[config.mk]
export PLATFORM = sky130hd
export DESIGN_NAME = link_power_ctrl
export DESIGN_NICKNAME = d
export VERILOG_FILES = /design/src/rtl/link_power_pkg.sv /design/src/rtl/link_bitclk_monitor.sv /design/src/rtl/link_power_seq.sv /design/src/rtl/link_power_dp.sv /design/src/rtl/link_power_ctrl.sv
export SDC_FILE = /design/constraint.sdc
export NUM_CORES = 1
export LEC_CHECK = 0
export BUFFER_PORTS_ARGS = -buffer_cell sky130_fd_sc_hd__buf_2
export CELL_PAD_IN_SITES_DETAIL_PLACEMENT = 1
export CELL_PAD_IN_SITES_GLOBAL_PLACEMENT = 1
export CORE_MARGIN = 8
export CORE_UTILIZATION = 39
export DETAILED_ROUTE_END_ITERATION = 16
export PLACE_DENSITY_LB_ADDON = 0.1
export SETUP_SLACK_MARGIN = 0.4
export SLEW_MARGIN = 20
export SYNTH_ARGS = -nofsm -noshare
export SYNTH_HDL_FRONTEND = slang
export SYNTH_SLANG_ARGS = --single-unit
[constraint.sdc]
create_clock -name clk -period 1.9 [get_ports clk]
set_input_delay 0.285 -clock clk [delete_from_list [all_inputs] [get_ports clk]]
set_output_delay 0.285 -clock clk [all_outputs]
set_load 0.02 [all_outputs]
[src/rtl/link_power_pkg.sv]
package link_power_pkg;

  // control register field positions
  localparam int COLD_BIT   = 0;
  localparam int WARM_BIT   = 1;
  localparam int OFF_BIT    = 2;
  localparam int GPI_IE_BIT = 3;
  localparam int PRI_IE_BIT = 4;
  localparam int SEC_IE_BIT = 5;

  // status register field positions
  localparam int ST_GPI = 0;
  localparam int ST_PRI = 1;
  localparam int ST_SEC = 2;
  localparam int ST_W   = 3;

  typedef enum logic [1:0] {
    WARM_IDLE  = 2'd0,
    WARM_PULSE = 2'd1,
    WARM_WAIT  = 2'd2
  } warmState_t;

  // strobes from the sequencer into the datapath
  typedef struct packed {
    logic wrCtrl;
    logic wrStat;
    logic warmSet;
    logic warmClr;
    logic warmSyncOn;
  } ctrlStrobe_t;

endpackage

[src/rtl/link_bitclk_monitor.sv]
module link_bitclk_monitor #(
  parameter int TIMEOUT_CYCLES = 32
) (
  input  logic clk,
  input  logic rstN,
  input  logic bitClkIn,
  output logic clkRunning
);
  localparam int CNT_W = (TIMEOUT_CYCLES > 2) ? $clog2(TIMEOUT_CYCLES) : 1;
  localparam logic [CNT_W-1:0] CNT_LAST = CNT_W'(TIMEOUT_CYCLES - 1);

  logic syncA, syncB, prevLevel;
  logic [CNT_W-1:0] idleCnt;
  logic edgeSeen;

  always_ff @(posedge clk or negedge rstN) begin
    if (!rstN) begin
      syncA     <= 1'b0;
      syncB     <= 1'b0;
      prevLevel <= 1'b0;
    end else begin
      syncA     <= bitClkIn;
      syncB     <= syncA;
      prevLevel <= syncB;
    end
  end

  assign edgeSeen = syncB ^ prevLevel;

  always_ff @(posedge clk or negedge rstN) begin
    if (!rstN) begin
      idleCnt    <= '0;
      clkRunning <= 1'b0;
    end else if (edgeSeen) begin
      idleCnt    <= '0;
      clkRunning <= 1'b1;
    end else if (idleCnt == CNT_LAST) begin
      clkRunning <= 1'b0;
    end else begin
      idleCnt <= idleCnt + 1'b1;
    end
  end

  // running drops only when the idle window is fully used
  assert_timeout_window_R11: assert property (@(posedge clk) disable iff (!rstN)
    $fell(clkRunning) |-> $past(idleCnt) == CNT_LAST);

  // an edge always marks the clock as running on the next cycle
  assert_edge_marks_running_R11: assert property (@(posedge clk) disable iff (!rstN)
    edgeSeen |=> clkRunning);

endmodule

[src/rtl/link_power_seq.sv]
module link_power_seq
  import link_power_pkg::*;
#(
  parameter int WARM_CYCLES = 50
) (
  input  logic        clk,
  input  logic        rstN,
  input  logic        regWrEn,
  input  logic        regAddr,
  input  logic        warmReqBit,
  input  logic        clkRunning,
  output ctrlStrobe_t strobe
);
  localparam int PW_W = (WARM_CYCLES > 2) ? $clog2(WARM_CYCLES) : 1;
  localparam logic [PW_W-1:0] PW_LAST = PW_W'(WARM_CYCLES - 1);

  warmState_t state, stateNext;
  logic [PW_W-1:0] pulseCnt;
  logic wrCtrl, wrStat, warmSet, warmClr;

  assign wrCtrl  = regWrEn && (regAddr == 1'b0);
  assign wrStat  = regWrEn && (regAddr == 1'b1);
  assign warmSet = wrCtrl && warmReqBit && !clkRunning && (state == WARM_IDLE);
  assign warmClr = (state == WARM_WAIT) && clkRunning;

  always_comb begin
    stateNext = state;
    case (state)
      WARM_IDLE:  if (warmSet) stateNext = WARM_PULSE;
      WARM_PULSE: if (pulseCnt == PW_LAST) stateNext = WARM_WAIT;
      WARM_WAIT:  if (clkRunning) stateNext = WARM_IDLE;
      default:    stateNext = WARM_IDLE;
    endcase
  end

  always_ff @(posedge clk or negedge rstN) begin
    if (!rstN) begin
      state    <= WARM_IDLE;
      pulseCnt <= '0;
    end else begin
      state <= stateNext;
      if (state == WARM_PULSE) pulseCnt <= pulseCnt + 1'b1;
      else                     pulseCnt <= '0;
    end
  end

  always_comb begin
    strobe.wrCtrl     = wrCtrl;
    strobe.wrStat     = wrStat;
    strobe.warmSet    = warmSet;
    strobe.warmClr    = warmClr;
    strobe.warmSyncOn = (state == WARM_PULSE);
  end

  // a request made while the clock runs leaves the sequencer idle
  assert_warm_refused_R3: assert property (@(posedge clk) disable iff (!rstN)
    (wrCtrl && warmReqBit && clkRunning && state == WARM_IDLE) |=> state == WARM_IDLE);

  // the SYNC pulse never outlasts its programmed length
  assert_pulse_bound_R4: assert property (@(posedge clk) disable iff (!rstN)
    (state == WARM_PULSE) |-> pulseCnt <= PW_LAST);

  // the wait phase ends only on a detected clock
  assert_wait_needs_clock_R5: assert property (@(posedge clk) disable iff (!rstN)
    (state == WARM_WAIT && !clkRunning) |=> state == WARM_WAIT);

endmodule

[src/rtl/link_power_dp.sv]
module link_power_dp
  import link_power_pkg::*;
#(
  parameter int REG_W = 8
) (
  input  logic             clk,
  input  logic             rstN,
  input  ctrlStrobe_t      strobe,
  input  logic             regAddr,
  input  logic [REG_W-1:0] regWrData,
  input  logic             frameSync,
  input  logic             frameSdata,
  input  logic             gpiChangePulse,
  input  logic             priResumePulse,
  input  logic             secResumePulse,
  output logic             linkResetN,
  output logic             linkSync,
  output logic             linkSdataOut,
  output logic             linkInputEn,
  output logic             irq,
  output logic [REG_W-1:0] regRdData
);
  logic coldRelease, warmBit, linkOff, gpiIe, priIe, secIe;
  logic [ST_W-1:0] status, events, clearMask, enables;
  logic linkActive;
  logic unusedWrBits;

  assign unusedWrBits = ^regWrData[REG_W-1:SEC_IE_BIT+1];

  always_ff @(posedge clk or negedge rstN) begin
    if (!rstN) begin
      coldRelease <= 1'b0;
      linkOff     <= 1'b0;
      gpiIe       <= 1'b0;
      priIe       <= 1'b0;
      secIe       <= 1'b0;
    end else if (strobe.wrCtrl) begin
      coldRelease <= regWrData[COLD_BIT];
      linkOff     <= regWrData[OFF_BIT];
      gpiIe       <= regWrData[GPI_IE_BIT];
      priIe       <= regWrData[PRI_IE_BIT];
      secIe       <= regWrData[SEC_IE_BIT];
    end
  end

  always_ff @(posedge clk or negedge rstN) begin
    if (!rstN)               warmBit <= 1'b0;
    else if (strobe.warmSet) warmBit <= 1'b1;
    else if (strobe.warmClr) warmBit <= 1'b0;
  end

  always_comb begin
    events            = '0;
    events[ST_GPI]    = gpiChangePulse;
    events[ST_PRI]    = priResumePulse;
    events[ST_SEC]    = secResumePulse;
    clearMask         = strobe.wrStat ? regWrData[ST_W-1:0] : '0;
    enables           = '0;
    enables[ST_GPI]   = gpiIe;
    enables[ST_PRI]   = priIe;
    enables[ST_SEC]   = secIe;
  end

  always_ff @(posedge clk or negedge rstN) begin
    if (!rstN) status <= '0;
    else       status <= (status & ~clearMask) | events;
  end

  assign linkActive   = coldRelease && !linkOff;
  assign linkResetN   = coldRelease;
  assign linkSync     = strobe.warmSyncOn || (linkActive && frameSync);
  assign linkSdataOut = linkActive && frameSdata;
  assign linkInputEn  = linkActive;
  assign irq          = |(status & enables);

  always_comb begin
    regRdData = '0;
    if (regAddr == 1'b0) begin
      regRdData[COLD_BIT]   = coldRelease;
      regRdData[WARM_BIT]   = warmBit;
      regRdData[OFF_BIT]    = linkOff;
      regRdData[GPI_IE_BIT] = gpiIe;
      regRdData[PRI_IE_BIT] = priIe;
      regRdData[SEC_IE_BIT] = secIe;
    end else begin
      regRdData[ST_W-1:0] = status;
    end
  end

  // leaving cold reset needs a host write
  assert_cold_by_write_R2: assert property (@(posedge clk) disable iff (!rstN)
    $rose(linkResetN) |-> $past(strobe.wrCtrl));

  // a GPI event is always recorded
  assert_gpi_sticky_R8: assert property (@(posedge clk) disable iff (!rstN)
    gpiChangePulse |=> status[ST_GPI]);

  // the warm bit falls only on completion from the sequencer
  assert_warm_self_clear_R5: assert property (@(posedge clk) disable iff (!rstN)
    $fell(warmBit) |-> $past(strobe.warmClr));

  // an event beats a simultaneous clearing write
  assert_set_wins_R10: assert property (@(posedge clk) disable iff (!rstN)
    (secResumePulse && strobe.wrStat) |=> status[ST_SEC]);

endmodule

[src/rtl/link_power_ctrl.sv]
module link_power_ctrl
  import link_power_pkg::*;
#(
  parameter int REG_W          = 8,
  parameter int WARM_CYCLES    = 50,
  parameter int TIMEOUT_CYCLES = 32
) (
  input  logic             clk,
  input  logic             rstN,
  input  logic             regWrEn,
  input  logic             regAddr,
  input  logic [REG_W-1:0] regWrData,
  output logic [REG_W-1:0] regRdData,
  input  logic             bitClkIn,
  input  logic             frameSync,
  input  logic             frameSdata,
  input  logic             gpiChangePulse,
  input  logic             priResumePulse,
  input  logic             secResumePulse,
  output logic             linkResetN,
  output logic             linkSync,
  output logic             linkSdataOut,
  output logic             linkInputEn,
  output logic             bitClkRunning,
  output logic             irq
);
  ctrlStrobe_t strobe;

  link_bitclk_monitor #(.TIMEOUT_CYCLES(TIMEOUT_CYCLES)) u_monitor (
    .clk        (clk),
    .rstN       (rstN),
    .bitClkIn   (bitClkIn),
    .clkRunning (bitClkRunning)
  );

  link_power_seq #(.WARM_CYCLES(WARM_CYCLES)) u_seq (
    .clk        (clk),
    .rstN       (rstN),
    .regWrEn    (regWrEn),
    .regAddr    (regAddr),
    .warmReqBit (regWrData[WARM_BIT]),
    .clkRunning (bitClkRunning),
    .strobe     (strobe)
  );

  link_power_dp #(.REG_W(REG_W)) u_dp (
    .clk            (clk),
    .rstN           (rstN),
    .strobe         (strobe),
    .regAddr        (regAddr),
    .regWrData      (regWrData),
    .frameSync      (frameSync),
    .frameSdata     (frameSdata),
    .gpiChangePulse (gpiChangePulse),
    .priResumePulse (priResumePulse),
    .secResumePulse (secResumePulse),
    .linkResetN     (linkResetN),
    .linkSync       (linkSync),
    .linkSdataOut   (linkSdataOut),
    .linkInputEn    (linkInputEn),
    .irq            (irq),
    .regRdData      (regRdData)
  );

endmodule

==> reports/qor.csv <==
stage,metric,value,unit
logic_synthesis,Ys Warns,0,
logic_synthesis,largest cells by area after synthesis,"dfrtp_1 55%, mux2_2 7.6%, ha_1 4.2%, xor2_1 3.7%, nor2_1 3.5%",
detailed_routing,WL/cell,14.99,um
finish,diode count,0,
detailed_routing,TritonRoute pass-1 iters,4,
floorplanning,Initial Util,39.66,%
global_route,largest net degree at the start of global routing,27,
logic_synthesis,Synth Area per Inst,11.47,um2
global_route,gr ovfl total,0,
logic_synthesis,most common cell in the netlist,dfrtp_1,
logic_synthesis,sequential area share after synthesis,55.08,%
floorplanning,core footprint,2978,um2
logic_synthesis,"area leader, netlist",dfrtp_1,
finish,share of cells above drive strength 1,41.18,%
timing,Slew Limit Headroom,60.83,%
logic_synthesis,Seq cells post-synth,26,
timing,RSZ-0062 raised after global routing,yes,
timing,final setup fails,0,
floorplanning,num ports,32,
setup_path,CP arrival,1.31,ns
timing,fmax,0.6277,GHz
placed_design,HPWL after detailed placement,1866,um
detailed_routing,Met3 Wirelength,134,um
setup_path,crit path capture type,primary output,
detailed_routing,vias per inst,5.053,
status,outcome,"finished, final reports clean",
global_route,gr usage total,10.17,%
clocking,H-tree depth,1,
finish,nets,159,
timing,"Slew Viols, Final",0,
floorplanning,Die ar.,5045,um2
power_and_ir_drop,pwr/cell area,829.1,nW/um2
logic_synthesis,area share of the largest cell type after synthesis,55.08,%
setup_path,crit path max fanout,2,
floorplanning,Die Wd,71.03,um
placed_design,PortBufs,27,
logic_synthesis,ys async rst share,100.0,%
logic_synthesis,Main synth FF type,dfrtp_1,
detailed_routing,met2 wire len,1228,um
timing,setup TNS,0,ns
timing,clock skew,0.007822,ns
timing,Tmin final,1.593,ns
job,max_cap viols,0,
detailed_routing,metal1 wirelength,1126,um
detailed_routing,Routed Antenna Nets,0,
detailed_routing,vias after detailed routing,854,
setup_path,worst reg-to-reg path cell count,6,
detailed_routing,"wirelength, routed",2534,um
finish,fin area,1518,um2
clocking,clock transition at the registers of the reported paths,0.14,ns
hold_path,hold depth,1,
clocking,CTS tree,built,
logic_synthesis,count of different cell masters after synthesis,30,
setup_path,Setup CP Type,flip-flop to primary output,
clocking,clock sinks,26,
logic_synthesis,Mapped Area,1181,um2
setup_path,"Req. time, crit path",1.62,ns
hold_path,HP Class,input port to flip-flop,
finish,Area Growth Syn to Fin,28.50,%
floorplanning,die extent in y,71.03,um
setup_path,"reg-to-reg slack, setup",0.42,ns
power_and_ir_drop,leakage power total,0.7038,nW
detailed_routing,DRC Markers,0,
placed_design,DP Area,1358,um2
clocking,root buffer cell,clkbuf_4,
floorplanning,# rows,20,
hold_path,Worst Hold Path EP,u_monitor.syncA$_DFF_PN0_,
setup_path,Worst R2R Start,u_monitor.idleCnt[0]$_DFFE_PN0P_,
timing,crit share post-route,83.85,%
logic_synthesis,Post-synth EDFFs,0,
timing,Final Hold Fails,0,
global_route,number of global-route vias before repair,869,
global_route,initial antenna violation count,0,
placed_design,RePlAce Congestion,0.7201,
global_route,first-pass GRT wire length,4119,um
hold_path,hold wc startpoint,bitClkIn,
clocking,Max Root-Sink Buffers,2,
detailed_routing,Iter 0 DRT Violations,25,
clocking,CTS Buf Count,3,
power_and_ir_drop,worst vdd ir,0.0003348,V
clocking,clock latency on the worst-skew pair,0.32,ns
timing,worst-margin pin slew,0.5875,ns
setup_path,Worst R2R End,u_monitor.idleCnt[3]$_DFFE_PN0P_,
setup_path,startpoint types,flip-flop,
logic_synthesis,Cells after Synth,103,
detailed_routing,Top Layer Used,met4,
logic_synthesis,synth cell count leaders,"26 x dfrtp_1, 11 x nor2_1, 8 x mux2_2",
## worst max-delay path, cell delays in order, from the launching register on
cell and delay, ns:
dfrtp_1 0.42, a222oi_1 0.34, inv_1 0.09, buf_6 0.14
## layout make-up
| class | instances | area [um2] |
|---|---|---|
| fillers | 329 | 1460 |
| well taps | 33 | 41.29 |
| repair buffers | 32 | 212.7 |
| flip-flops and latches | 26 | 650.6 |
| clock buffers | 3 | 22.52 |
| clock inverters | 1 | 30.03 |
| multi-input cells | 69 | 541.8 |
| inverters | 5 | 18.77 |
## flip-flops by register name, indices dropped and copies added, names as in the netlist
register and flops:
u_dp.gpiIe 1, u_dp.linkOff 1, u_dp.linkResetN 1, u_dp.priIe 1, u_dp.secIe 1, u_dp.status 3, u_dp.warmBit 1, u_monitor.clkRunning 1
u_monitor.idleCnt 5, u_monitor.prevLevel 1, u_monitor.syncA 1, u_monitor.syncB 1, u_seq.pulseCnt 6, u_seq.state 2
## cells in the final DEF, fill, tap and decap left out, drive strengths merged, types with 2 or more instances in the layout
| master | synthesis | routed |
|---|---|---|
| nand3 | 5 | 5 |
| xnor2 | 2 | 2 |
| mux2 | 8 | 8 |
| nor2b | 6 | 6 |
| a21oi | 2 | 2 |
| ha | 4 | 4 |
| a21o | 3 | 3 |
| conb | 1 | 2 |
| inv | 5 | 5 |
| clkbuf | 1 | 3 |
| xor2 | 5 | 5 |
| mux2i | 2 | 2 |
| o21ai | 4 | 4 |
| dfrtp | 26 | 26 |
| nor2 | 11 | 11 |
| nand2 | 5 | 5 |
| buf | 3 | 31 |
## worst max-delay path by stage
stage / from / endpoint / slack, ns / depth (start not counted)
5_1_grt: u_dp.status[1]$_DFF_PN0_ / irq / 0.21 / 3
4_1_cts: u_dp.status[1]$_DFF_PN0_ / irq / 0.30 / 3
3_3_place_gp: u_monitor.idleCnt[0]$_DFFE_PN0P_ / u_monitor.idleCnt[3]$_DFFE_PN0P_ / 0.45 / 6
6_report: u_dp.status[1]$_DFF_PN0_ / irq / 0.31 / 3
3_5_place_dp: u_monitor.idleCnt[0]$_DFFE_PN0P_ / u_monitor.idleCnt[3]$_DFFE_PN0P_ / 0.41 / 6
2_1_floorplan: u_monitor.idleCnt[0]$_DFFE_PN0P_ / u_monitor.idleCnt[3]$_DFFE_PN0P_ / 0.39 / 7
## per-stage QoR
| step | setup slack (ns) | hold WS (ns) | utilization, % | power, mW | cells |
|---|---|---|---|---|---|
| 6_report | 0.3069 | 0.05485 | 50.97 | 1.258 | 169 |
| 5_1_grt | 0.2102 | 0.02764 | 50.97 | 1.322 | 169 |
| 4_1_cts | 0.3041 | 0.03757 | 48.53 | 1.245 | 167 |
| 3_5_place_dp | 0.4096 | 0.3232 | 45.59 | 0.8390 | 160 |
| 3_3_place_gp | 0.4484 | 0.3166 | 45.59 | 0.8302 | 160 |
| 2_1_floorplan | 0.3879 | -0.01059 | - | 0.7632 | 104 |
## logic make-up after synthesis
| logic type | count (synthesis) | synth area share (%) |
|---|---|---|
| simple gates | 33 | 14.94 |
| mux | 10 | 9.322 |
| buf+inv | 9 | 3.601 |
| other cells | 1 | 0.3175 |
| xor+xnor | 7 | 5.191 |
| fa+ha+maj | 4 | 4.237 |
| flops | 26 | 55.08 |
| compound gates | 13 | 7.310 |
## timing repair
item | in CTS | in global routing
buffers inserted | 2 | 2
hold buffers | 1 | 0
hold endpoints to repair | 26 | 0
pin swaps | 1 | 6
resized for setup | 3 | 19
endpoints found under the setup margin | 4 | 7
## routing by layer
| layer | track usage [%] | up-vias |
|---|---|---|
| met5 | 0 | - |
| met4 | 4.850 | 0 |
| met3 | 3.107 | 5 |
| met2 | 16.89 | 18 |
| met1 | 11.60 | 423 |
| li1 | - | 408 |
## power breakdown
part	internal, mW	total (mW)	switching (mW)
logic	0.127	0.252	0.125
clock network	0.213	0.378	0.164
registers	0.593	0.629	0.0354
total	0.934	1.26	0.324
Note: power is estimated with default switching activity, not from simulation.
